`src/rtl/rotimm_pkg.sv`:
```
package rotimm_pkg;
    localparam int WORD_W     = 32;
    localparam int LIT_W      = 8;
    localparam int ROT_W      = 4;
    localparam int NUM_ROT    = 1 << ROT_W;
    localparam int MAX_CHUNKS = WORD_W / LIT_W;
    localparam int CNT_W      = $clog2(MAX_CHUNKS + 1);

    typedef logic [WORD_W-1:0] word_t;

    typedef struct packed {
        logic [ROT_W-1:0] rot;
        logic [LIT_W-1:0] lit;
    } imm_t;

    typedef struct packed {
        imm_t imm;
        logic first;
    } chunk_t;

    typedef enum logic [1:0] {
        ST_IDLE,
        ST_EMIT,
        ST_DONE
    } split_state_t;

    function automatic word_t rot_left(word_t v, int amt);
        int a;
        a = amt % WORD_W;
        if (a == 0) return v;
        return (v << a) | (v >> (WORD_W - a));
    endfunction

    function automatic word_t rot_right(word_t v, int amt);
        int a;
        a = amt % WORD_W;
        if (a == 0) return v;
        return (v >> a) | (v << (WORD_W - a));
    endfunction

    function automatic word_t imm_value(imm_t im);
        return rot_right(word_t'(im.lit), 2 * int'(im.rot));
    endfunction
endpackage

```
`src/rtl/rotimm_fit.sv`:
```
module rotimm_fit
    import rotimm_pkg::*;
(
    input  word_t value,
    output logic  fits,
    output imm_t  imm
);
    word_t              rolled [NUM_ROT];
    logic [NUM_ROT-1:0] ok;

    for (genvar r = 0; r < NUM_ROT; r++) begin : g_rot
        assign rolled[r] = rot_left(value, 2 * r);
        assign ok[r]     = (rolled[r][WORD_W-1:LIT_W] == '0);
    end

    // Scan from the top so the smallest working rotate is the last one written.
    always_comb begin
        fits = 1'b0;
        imm  = '0;
        for (int r = NUM_ROT - 1; r >= 0; r--) begin
            if (ok[r]) begin
                fits    = 1'b1;
                imm.rot = ROT_W'(r);
                imm.lit = rolled[r][LIT_W-1:0];
            end
        end
    end

    always_comb begin
        if (fits) begin
            p_fit_rebuild_r1: assert (imm_value(imm) == value);
        end
    end
endmodule

```
`src/rtl/rotimm_window.sv`:
```
module rotimm_window
    import rotimm_pkg::*;
(
    input  word_t rem,
    output imm_t  imm,
    output word_t piece,
    output word_t rest
);
    int    low_bit;
    int    pos;
    word_t mask;

    always_comb begin
        low_bit = 0;
        for (int i = WORD_W - 1; i >= 0; i--) begin
            if (rem[i]) low_bit = i;
        end
        pos     = low_bit & ~1;
        imm.lit = LIT_W'(rot_right(rem, pos));
        imm.rot = ROT_W'(((WORD_W - pos) % WORD_W) / 2);
        mask    = rot_left(word_t'({LIT_W{1'b1}}), pos);
        piece   = imm_value(imm);
        rest    = rem & ~mask;
    end

    always_comb begin
        p_piece_inside_r7: assert ((piece & ~rem) == '0);
        if (rem != '0) begin
            p_piece_nonzero_r7: assert (piece != '0);
        end
    end
endmodule

```
`src/rtl/rotimm_splitter.sv`:
```
module rotimm_splitter
    import rotimm_pkg::*;
(
    input  logic   clk,
    input  logic   rst,
    input  logic   start,
    input  word_t  value,
    output logic   busy,
    output logic   valid,
    input  logic   ready,
    output chunk_t chunk,
    output logic   done
);
    split_state_t     state_q;
    word_t            rem_q;
    logic             first_q;
    logic [CNT_W-1:0] cnt_q;

    logic  one_ok;
    imm_t  one_imm;
    imm_t  win_imm;
    word_t win_piece;
    word_t win_rest;
    logic  use_one;
    word_t next_rem;
    word_t chunk_val;

    rotimm_fit u_fit (
        .value (rem_q),
        .fits  (one_ok),
        .imm   (one_imm)
    );

    rotimm_window u_win (
        .rem   (rem_q),
        .imm   (win_imm),
        .piece (win_piece),
        .rest  (win_rest)
    );

    // A constant that fits one immediate (zero included) is sent as a single move.
    assign use_one     = first_q && one_ok;
    assign chunk.imm   = use_one ? one_imm : win_imm;
    assign chunk.first = first_q;
    assign next_rem    = use_one ? '0 : win_rest;
    assign chunk_val   = imm_value(chunk.imm);

    assign valid = (state_q == ST_EMIT);
    assign busy  = (state_q != ST_IDLE);
    assign done  = (state_q == ST_DONE);

    always_ff @(posedge clk) begin
        if (rst) begin
            state_q <= ST_IDLE;
            rem_q   <= '0;
            first_q <= 1'b0;
            cnt_q   <= '0;
        end else begin
            unique case (state_q)
                ST_IDLE: begin
                    if (start) begin
                        rem_q   <= value;
                        first_q <= 1'b1;
                        cnt_q   <= '0;
                        state_q <= ST_EMIT;
                    end
                end
                ST_EMIT: begin
                    if (ready) begin
                        rem_q   <= next_rem;
                        first_q <= 1'b0;
                        cnt_q   <= cnt_q + 1'b1;
                        if (next_rem == '0) state_q <= ST_DONE;
                    end
                end
                default: state_q <= ST_IDLE;
            endcase
        end
    end

    p_hold_r10: assert property (@(posedge clk) disable iff (rst)
        valid && !ready |=> valid && $stable(chunk));

    p_ignore_start_r11: assert property (@(posedge clk) disable iff (rst)
        busy && !(valid && ready) |=> $stable(rem_q));

    p_max_chunks_r5: assert property (@(posedge clk) disable iff (rst)
        valid |-> cnt_q < CNT_W'(MAX_CHUNKS));

    p_disjoint_r5: assert property (@(posedge clk) disable iff (rst)
        valid && ready |=> (rem_q & $past(chunk_val)) == '0);

    p_first_flag_r4: assert property (@(posedge clk) disable iff (rst)
        valid |-> chunk.first == (cnt_q == '0));

    p_done_pulse_r12: assert property (@(posedge clk) disable iff (rst)
        done |=> !done && !busy);
endmodule

```
`src/rtl/rotimm_encoder.sv`:
```
module rotimm_encoder
    import rotimm_pkg::*;
(
    input  logic              clk,
    input  logic              rst,
    input  logic [WORD_W-1:0] fit_const,
    output logic              fit_ok,
    output logic [ROT_W-1:0]  fit_rot,
    output logic [LIT_W-1:0]  fit_lit,
    input  logic              split_start,
    input  logic [WORD_W-1:0] split_const,
    output logic              split_busy,
    output logic              chunk_valid,
    input  logic              chunk_ready,
    output logic [ROT_W-1:0]  chunk_rot,
    output logic [LIT_W-1:0]  chunk_lit,
    output logic              chunk_first,
    output logic              split_done
);
    imm_t   q_imm;
    chunk_t s_chunk;

    rotimm_fit u_query (
        .value (fit_const),
        .fits  (fit_ok),
        .imm   (q_imm)
    );

    rotimm_splitter u_split (
        .clk   (clk),
        .rst   (rst),
        .start (split_start),
        .value (split_const),
        .busy  (split_busy),
        .valid (chunk_valid),
        .ready (chunk_ready),
        .chunk (s_chunk),
        .done  (split_done)
    );

    assign fit_rot     = q_imm.rot;
    assign fit_lit     = q_imm.lit;
    assign chunk_rot   = s_chunk.imm.rot;
    assign chunk_lit   = s_chunk.imm.lit;
    assign chunk_first = s_chunk.first;
endmodule

```
`config.mk`:
```
export PLATFORM = sky130hd
export DESIGN_NAME = rotimm_encoder
export DESIGN_NICKNAME = d
export VERILOG_FILES = /design/src/rtl/rotimm_pkg.sv /design/src/rtl/rotimm_fit.sv /design/src/rtl/rotimm_window.sv /design/src/rtl/rotimm_splitter.sv /design/src/rtl/rotimm_encoder.sv
export SDC_FILE = /design/constraint.sdc
export NUM_CORES = 1
export LEC_CHECK = 0
export CORE_UTILIZATION = 45
export DETAILED_ROUTE_END_ITERATION = 10
export DONT_BUFFER_PORTS = 1
export PLACE_DENSITY = 0.59
export SLEW_MARGIN = 20
export SYNTH_ARGS = -nofsm -noshare
export SYNTH_HDL_FRONTEND = slang
export SYNTH_SLANG_ARGS = --single-unit
```
`constraint.sdc`:
```
create_clock -name clk -period 4.2 [get_ports clk]
set_input_delay 0.21 -clock clk [delete_from_list [all_inputs] [get_ports clk]]
set_output_delay 0.21 -clock clk [all_outputs]
set_load 0.1 [all_outputs]
```
; ---- Yosys cells after proc, flatten, opt, wreduce, memory -nomap -nowiden
; Cells that the tools add are included.
[word_totals]
output_inout_bits = 29
reg_bits = 35
inputBits = 68
elab_cells = 207
[classes]
reduce_logical = 42
bitwise_logic = 37
shifts = 4
n_mux = 113
eq_ne = 5
addsub = 3
[op_table]
columns = op, count
row1 = $mux W32, 35
row2 = $logic_not A24 Y1, 32
row3 = $mux W12, 33
row4 = $logic_not A32 Y1, 2
row5 = $or A32 B10 Y32, 2
row6 = $or A32 B12 Y32, 2
row7 = $or A32 B14 Y32, 2
row8 = $or A32 B16 Y32, 2
row9 = $or A32 B18 Y32, 2
row10 = $or A32 B2 Y32, 2
row11 = $or A32 B20 Y32, 2
row12 = $or A32 B22 Y32, 2
row13 = $or A32 B24 Y32, 2
row14 = $or A32 B26 Y32, 2
row15 = $or A32 B28 Y32, 2
row16 = $or A32 B30 Y32, 2
row17 = $or A32 B4 Y32, 2
row18 = $or A32 B6 Y32, 2
row19 = $or A32 B8 Y32, 2
row20 = $pmux W32 S2, 1
row21 = $mux W1, 35
row22 = $and A32 B32 Y32, 1
row23 = $not A32 Y32, 1
row24 = $or A32 B32 Y32, 1
row25 = 24 further kinds, 33

; ---- Depth between registers and ports, before layout
[logic_depth]
ltp_word = 45
depth_mapped = 18
mapped_depth_nobuf = 15

; ---- Hierarchy
; Synthesis repeated with hierarchy kept, for this count alone.
[unflattened]
cells_unflattened = 1311
area_unflattened_um2 = 9170.0
[modules_own_cells]
columns = mod, instances, cells_per_inst, area_each_um2, seq_area_each_um2
row1 = rotimm_window, 1, 514, 3458.3, 0.0
row2 = rotimm_fit at u_query, 1, 300, 2029.4, 0.0
row3 = rotimm_fit at u_split.u_fit, 1, 305, 1905.6, 0.0
row4 = rotimm_splitter, 1, 192, 1776.7, 700.7

; ---- Least setup slack after synthesis
; Ideal clock, no wire load.
[synth_timing]
path_kind = flip-flop to output port
start = register u_split.rem_q[20]
end = output chunk_lit[5]
required_ns = 3.990
t_arrival_ns = 4.679
stages_incl_launch_ff = 18
n_path_buf = 3
path_slack_ns = -0.689
cell_sequence = dfxtp_1 > buf_2 > nor4_2 > o21ai_1 > a21oi_1 > o21ai_1 > and2_1 > buf_2 > inv_2 > ha_1 > clkbuf_1 > inv_1 > ha_1 > nor2_1 > mux2i_2 > a211oi_1 > nor3_1 > a22oi_1
[synth_via]
elab_chain_cells = 28
elab_cells_between_ends = 87
cone_classes = 1 x add/sub / 2 x shift / 56 x mux / 13 x bitwise / 15 x reduce/logical
[synth_rtl]
columns = item, line
row1 = "start, declared", rotimm_splitter.sv:15  ; word_t rem_q;
row2 = "start signal, assigned", rotimm_splitter.sv:62  ; rem_q <= value;
row3 = "start signal, assigned", rotimm_splitter.sv:70  ; rem_q <= next_rem;
row4 = $mux W32 (21 in a row), rotimm_window.sv:16  ; if (rem[i]) low_bit = i;
row5 = $reduce_or A4 Y1 (no source line), -
row6 = $and A1 B1 Y1 (no source line), -
row7 = $sub A7 B6 Y8, rotimm_pkg.sv:38  ; return (v >> a) | (v << (WORD_W - a));
row8 = $shl A32 B32 Y8, rotimm_pkg.sv:38
row9 = $or A8 B8 Y8, rotimm_pkg.sv:38
row10 = $mux W8, rotimm_pkg.sv:38
row11 = $mux W12 (*), rotimm_splitter.sv:43  ; assign chunk.imm = use_one ? one_imm : win_imm;
row12 = "end, declared", rotimm_encoder.sv:16  ; output logic [LIT_W-1:0] chunk_lit,
; Mark *: on every way between the ends. The rest lies on a longest branch, timed or not.

; ---- Final worst setup path
[layout_timing]
start = register u_split.rem_q[0]
end = output chunk_lit[0]
[layout_via]
elab_chain_cells = 20
elab_cells_between_ends = 69
cone_classes = 1 x add/sub / 2 x shift / 37 x mux / 14 x bitwise / 15 x reduce/logical
[layout_rtl]
columns = item, line
row1 = $or A32 B30 Y32, rotimm_pkg.sv:31  ; return (v << a) | (v >> (WORD_W - a));
row2 = $logic_not A24 Y1, rotimm_fit.sv:13  ; assign ok[r] = (rolled[r][WORD_W-1:LIT_W] == '0);
row3 = $mux W1 (16 in a row), rotimm_fit.sv:21  ; if (ok[r]) begin
row4 = $logic_and A1 B1 Y1, rotimm_splitter.sv:42  ; assign use_one = first_q && one_ok;
row5 = $mux W12 (*), rotimm_splitter.sv:43
; Mark *: on every way between the ends. The rest lies on a longest branch, timed or not. The select of a mux whose other input is x is not followed.

==> out/results.txt <==
status - completed
fin area - 7450 um2
Final Setup Violations - 0
Nets - 1,058
Worst Setup Start Kind - register
flop and latch count out of synthesis - 35
Leak - 0.00280 uW
CP peak stage delay - 0.74 ns
synth-to-layout area growth - 16.7%
maximum clock insertion buffer count - 2
fraction of the cycle the final worst path needs - 97.9%
io pins - 97
PwrDens - 550 nW/um2
# clock sinks - 35
Final GP Congestion - 1.13
top fanout value on the critical path - 14
H-tree levels - 2
reg2reg path depth - 15
Initial Util - 46.0%
Die X-Extent - 121 um
count leader, synth - nor2_1
CP max-delay cell - or4_1
post-synth net total - 1,032
Fill cells - 1,440
instance count on the critical path - 9
share of cells above drive strength 1 - 19.8%
PortBufs - 0
Area contributors post-synth - dfxtp_1, nor2_1, nand2_1
peak supply drop - 0.355 mV
worst hold path depth - 1
CP Buf/Inv Count - 2
syn_area_per_cell - 6.67 um2
slew of the pin with the lowest slew margin - 1.09 ns
Yosys warning count - 0
HP Class - in -> reg
Area after DPL - 7220 um2
most used cell, CP - o21ai_0
post-synthesis instance area - 6380 um2
largest net degree at the start of global routing - 29
vias per inst - 7.52
Worst Setup End Kind - output pin
drt drc - 0
# rows - 43
clk_lat worst skew - 0.28 ns
Clock transition at path regs - 0.05 ns
First DRT Iteration DRCs - 1,590
Setup Fix Bufs, Post-CTS - 0
cts bufs inserted - 5
CP arrival - 3.90 ns
Synth top cells by count - nor2_1, nand2_1, o21ai_0
Die ar. - 14,700 um2
max-cap violations - 0
total gr overflow - 0
Synth async-reset ratio - 0%
unrepaired setup endpoints after global routing - false
Core ar. - 13,900 um2
DRT antenna net count - 0
cell family with the largest share of critical-path delay - simple AND/OR/NAND/NOR gates
placed cells - 1,154
Req. time, crit path - 3.99 ns
Final Max Slew Viols - 0
fin crit period - 4.11 ns
post-layout util - 53.7%
final wirelength - 31,100 um
DP HPWL - 23,800 um
Post-synth top flop - dfxtp_1
Synth cell types - 87
initial antenna violation count - 0
Synth area leader - dfxtp_1
ant diodes - 0
Wirelength per Cell - 26.7 um
Post-Layout Cell Count - 1,164
Slew HR - 26.9%
sequential fraction of the synthesis area - 11.0%
worst hold slack - 0.00423 ns
gate count of the mapped netlist - 957
Root Buffer - clkbuf_16
routed vias - 8,754
global-route wire length before repair - 46,500 um
Synth top area share - 11.0%
Crit Path Class - reg -> out
first drt pass iteration count - 8
crit-path cells - or4_1 -> nor4_4 -> buf_4 -> nand2_2 -> o21ai_0 -> o2111ai_1 -> o21ai_0 -> a22oi_2 -> buf_12
TritonCTS clock tree - built
vias in the first global route - 7,847
final hold violation count - 0
FMAX - 243 MHz
DIE HEIGHT - 121 um
all-layer global routing usage - 41.3%
overall power - 4090 uW
Max Clock Skew - 0.00262 ns
Post-synth EDFFs - 0
-- per-layer routing --
layer / share of wire [%] / track usage (%) / wire (um) / up-vias
met5: 0 / 0 / 0 / -
li1: - / - / - / 3849
met1: 40 / 57.7 / 12300 / 4020
met2: 42 / 62.3 / 13200 / 743
met3: 13 / 7.00 / 4150 / 142
met4: 4.5 / 16.8 / 1410 / 0
-- state kept, by name, indices dropped and copies added, names as in the netlist --
register         count
u_split.first_q      1
u_split.rem_q       32
u_split.state_q      2
-- cells in the final DEF (no fill, tap or decap), types with 13 or more instances in the layout --
master,synthesis,layout
nor2_1,126,124
nand2_1,111,111
buf_4,2,88
o21ai_0,50,49
a21oi_1,48,45
nor3_1,37,35
dfxtp_1,35,35
a221oi_1,28,28
a22oi_1,30,28
nand3_1,24,24
o22ai_1,27,22
nor4_1,24,21
a211oi_1,22,21
mux2i_1,15,15
o211ai_1,15,15
nand4_1,14,14
nor4_2,13,13
and3_1,13,13
-- worst paths after layout --
kind / startpoint / endpoint / slack [ns]
hold reg to reg: u_split.rem_q[9]$_SDFFE_PP0P_ / u_split.rem_q[9]$_SDFFE_PP0P_ / 0.60
setup / recovery: u_split.rem_q[0]$_SDFFE_PP0P_ / chunk_lit[0] / 0.09
setup reg to reg: u_split.rem_q[30]$_SDFFE_PP0P_ / u_split.state_q[1]$_SDFFE_PP0P_ / 0.48
hold / removal: rst / u_split.rem_q[2]$_SDFFE_PP0P_ / 0.004
-- cell families after synthesis --
kind of cell	synth area share, %
AO/OA/AOI/OAI	42.1
adder cells (fa/ha/maj)	1.37
buffers and inverters	6.68
AND/OR/NAND/NOR	35.1
flip-flops	11.0
multiplexers	3.80
-- area by class of cell --
cell class              instances  area [um2]  area share [%]
clock buffers                   5         125            1.68
clock inverters                 3        43.8           0.588
inverters                      15        56.3           0.756
multi-input cells             828        5450            73.1
flip-flops and latches         35         701            9.40
well taps                     180         225            3.02
repair buffers                 98         853            11.5
-- metrics by stage --
step	worst slack (ns)	TNS, ns
after floorplan	0.00362	0
after global placement	-0.0698	-0.0698
after detailed placement	0.0835	0
after CTS	0.0265	0
after global routing	0.0339	0
final	0.0900	0
-- where the power goes --
group / switching (uW) / leakage, uW / internal [uW]
Clock: 146 / 0.0000838 / 280
Sequential: 83.8 / 0.000287 / 360
Combinational: 2170 / 0.00243 / 1050
Total: 2400 / 0.00280 / 1690
-- timing repair --
action / 4_1_cts / 5_1_grt
setup endpoints to repair: 2 / 8
resized for setup: 1 / 7
hold buffers: 2 / 0
endpoints found under the hold margin: 24 / 0
No activity file was read; power rests on OpenSTA's default activity.
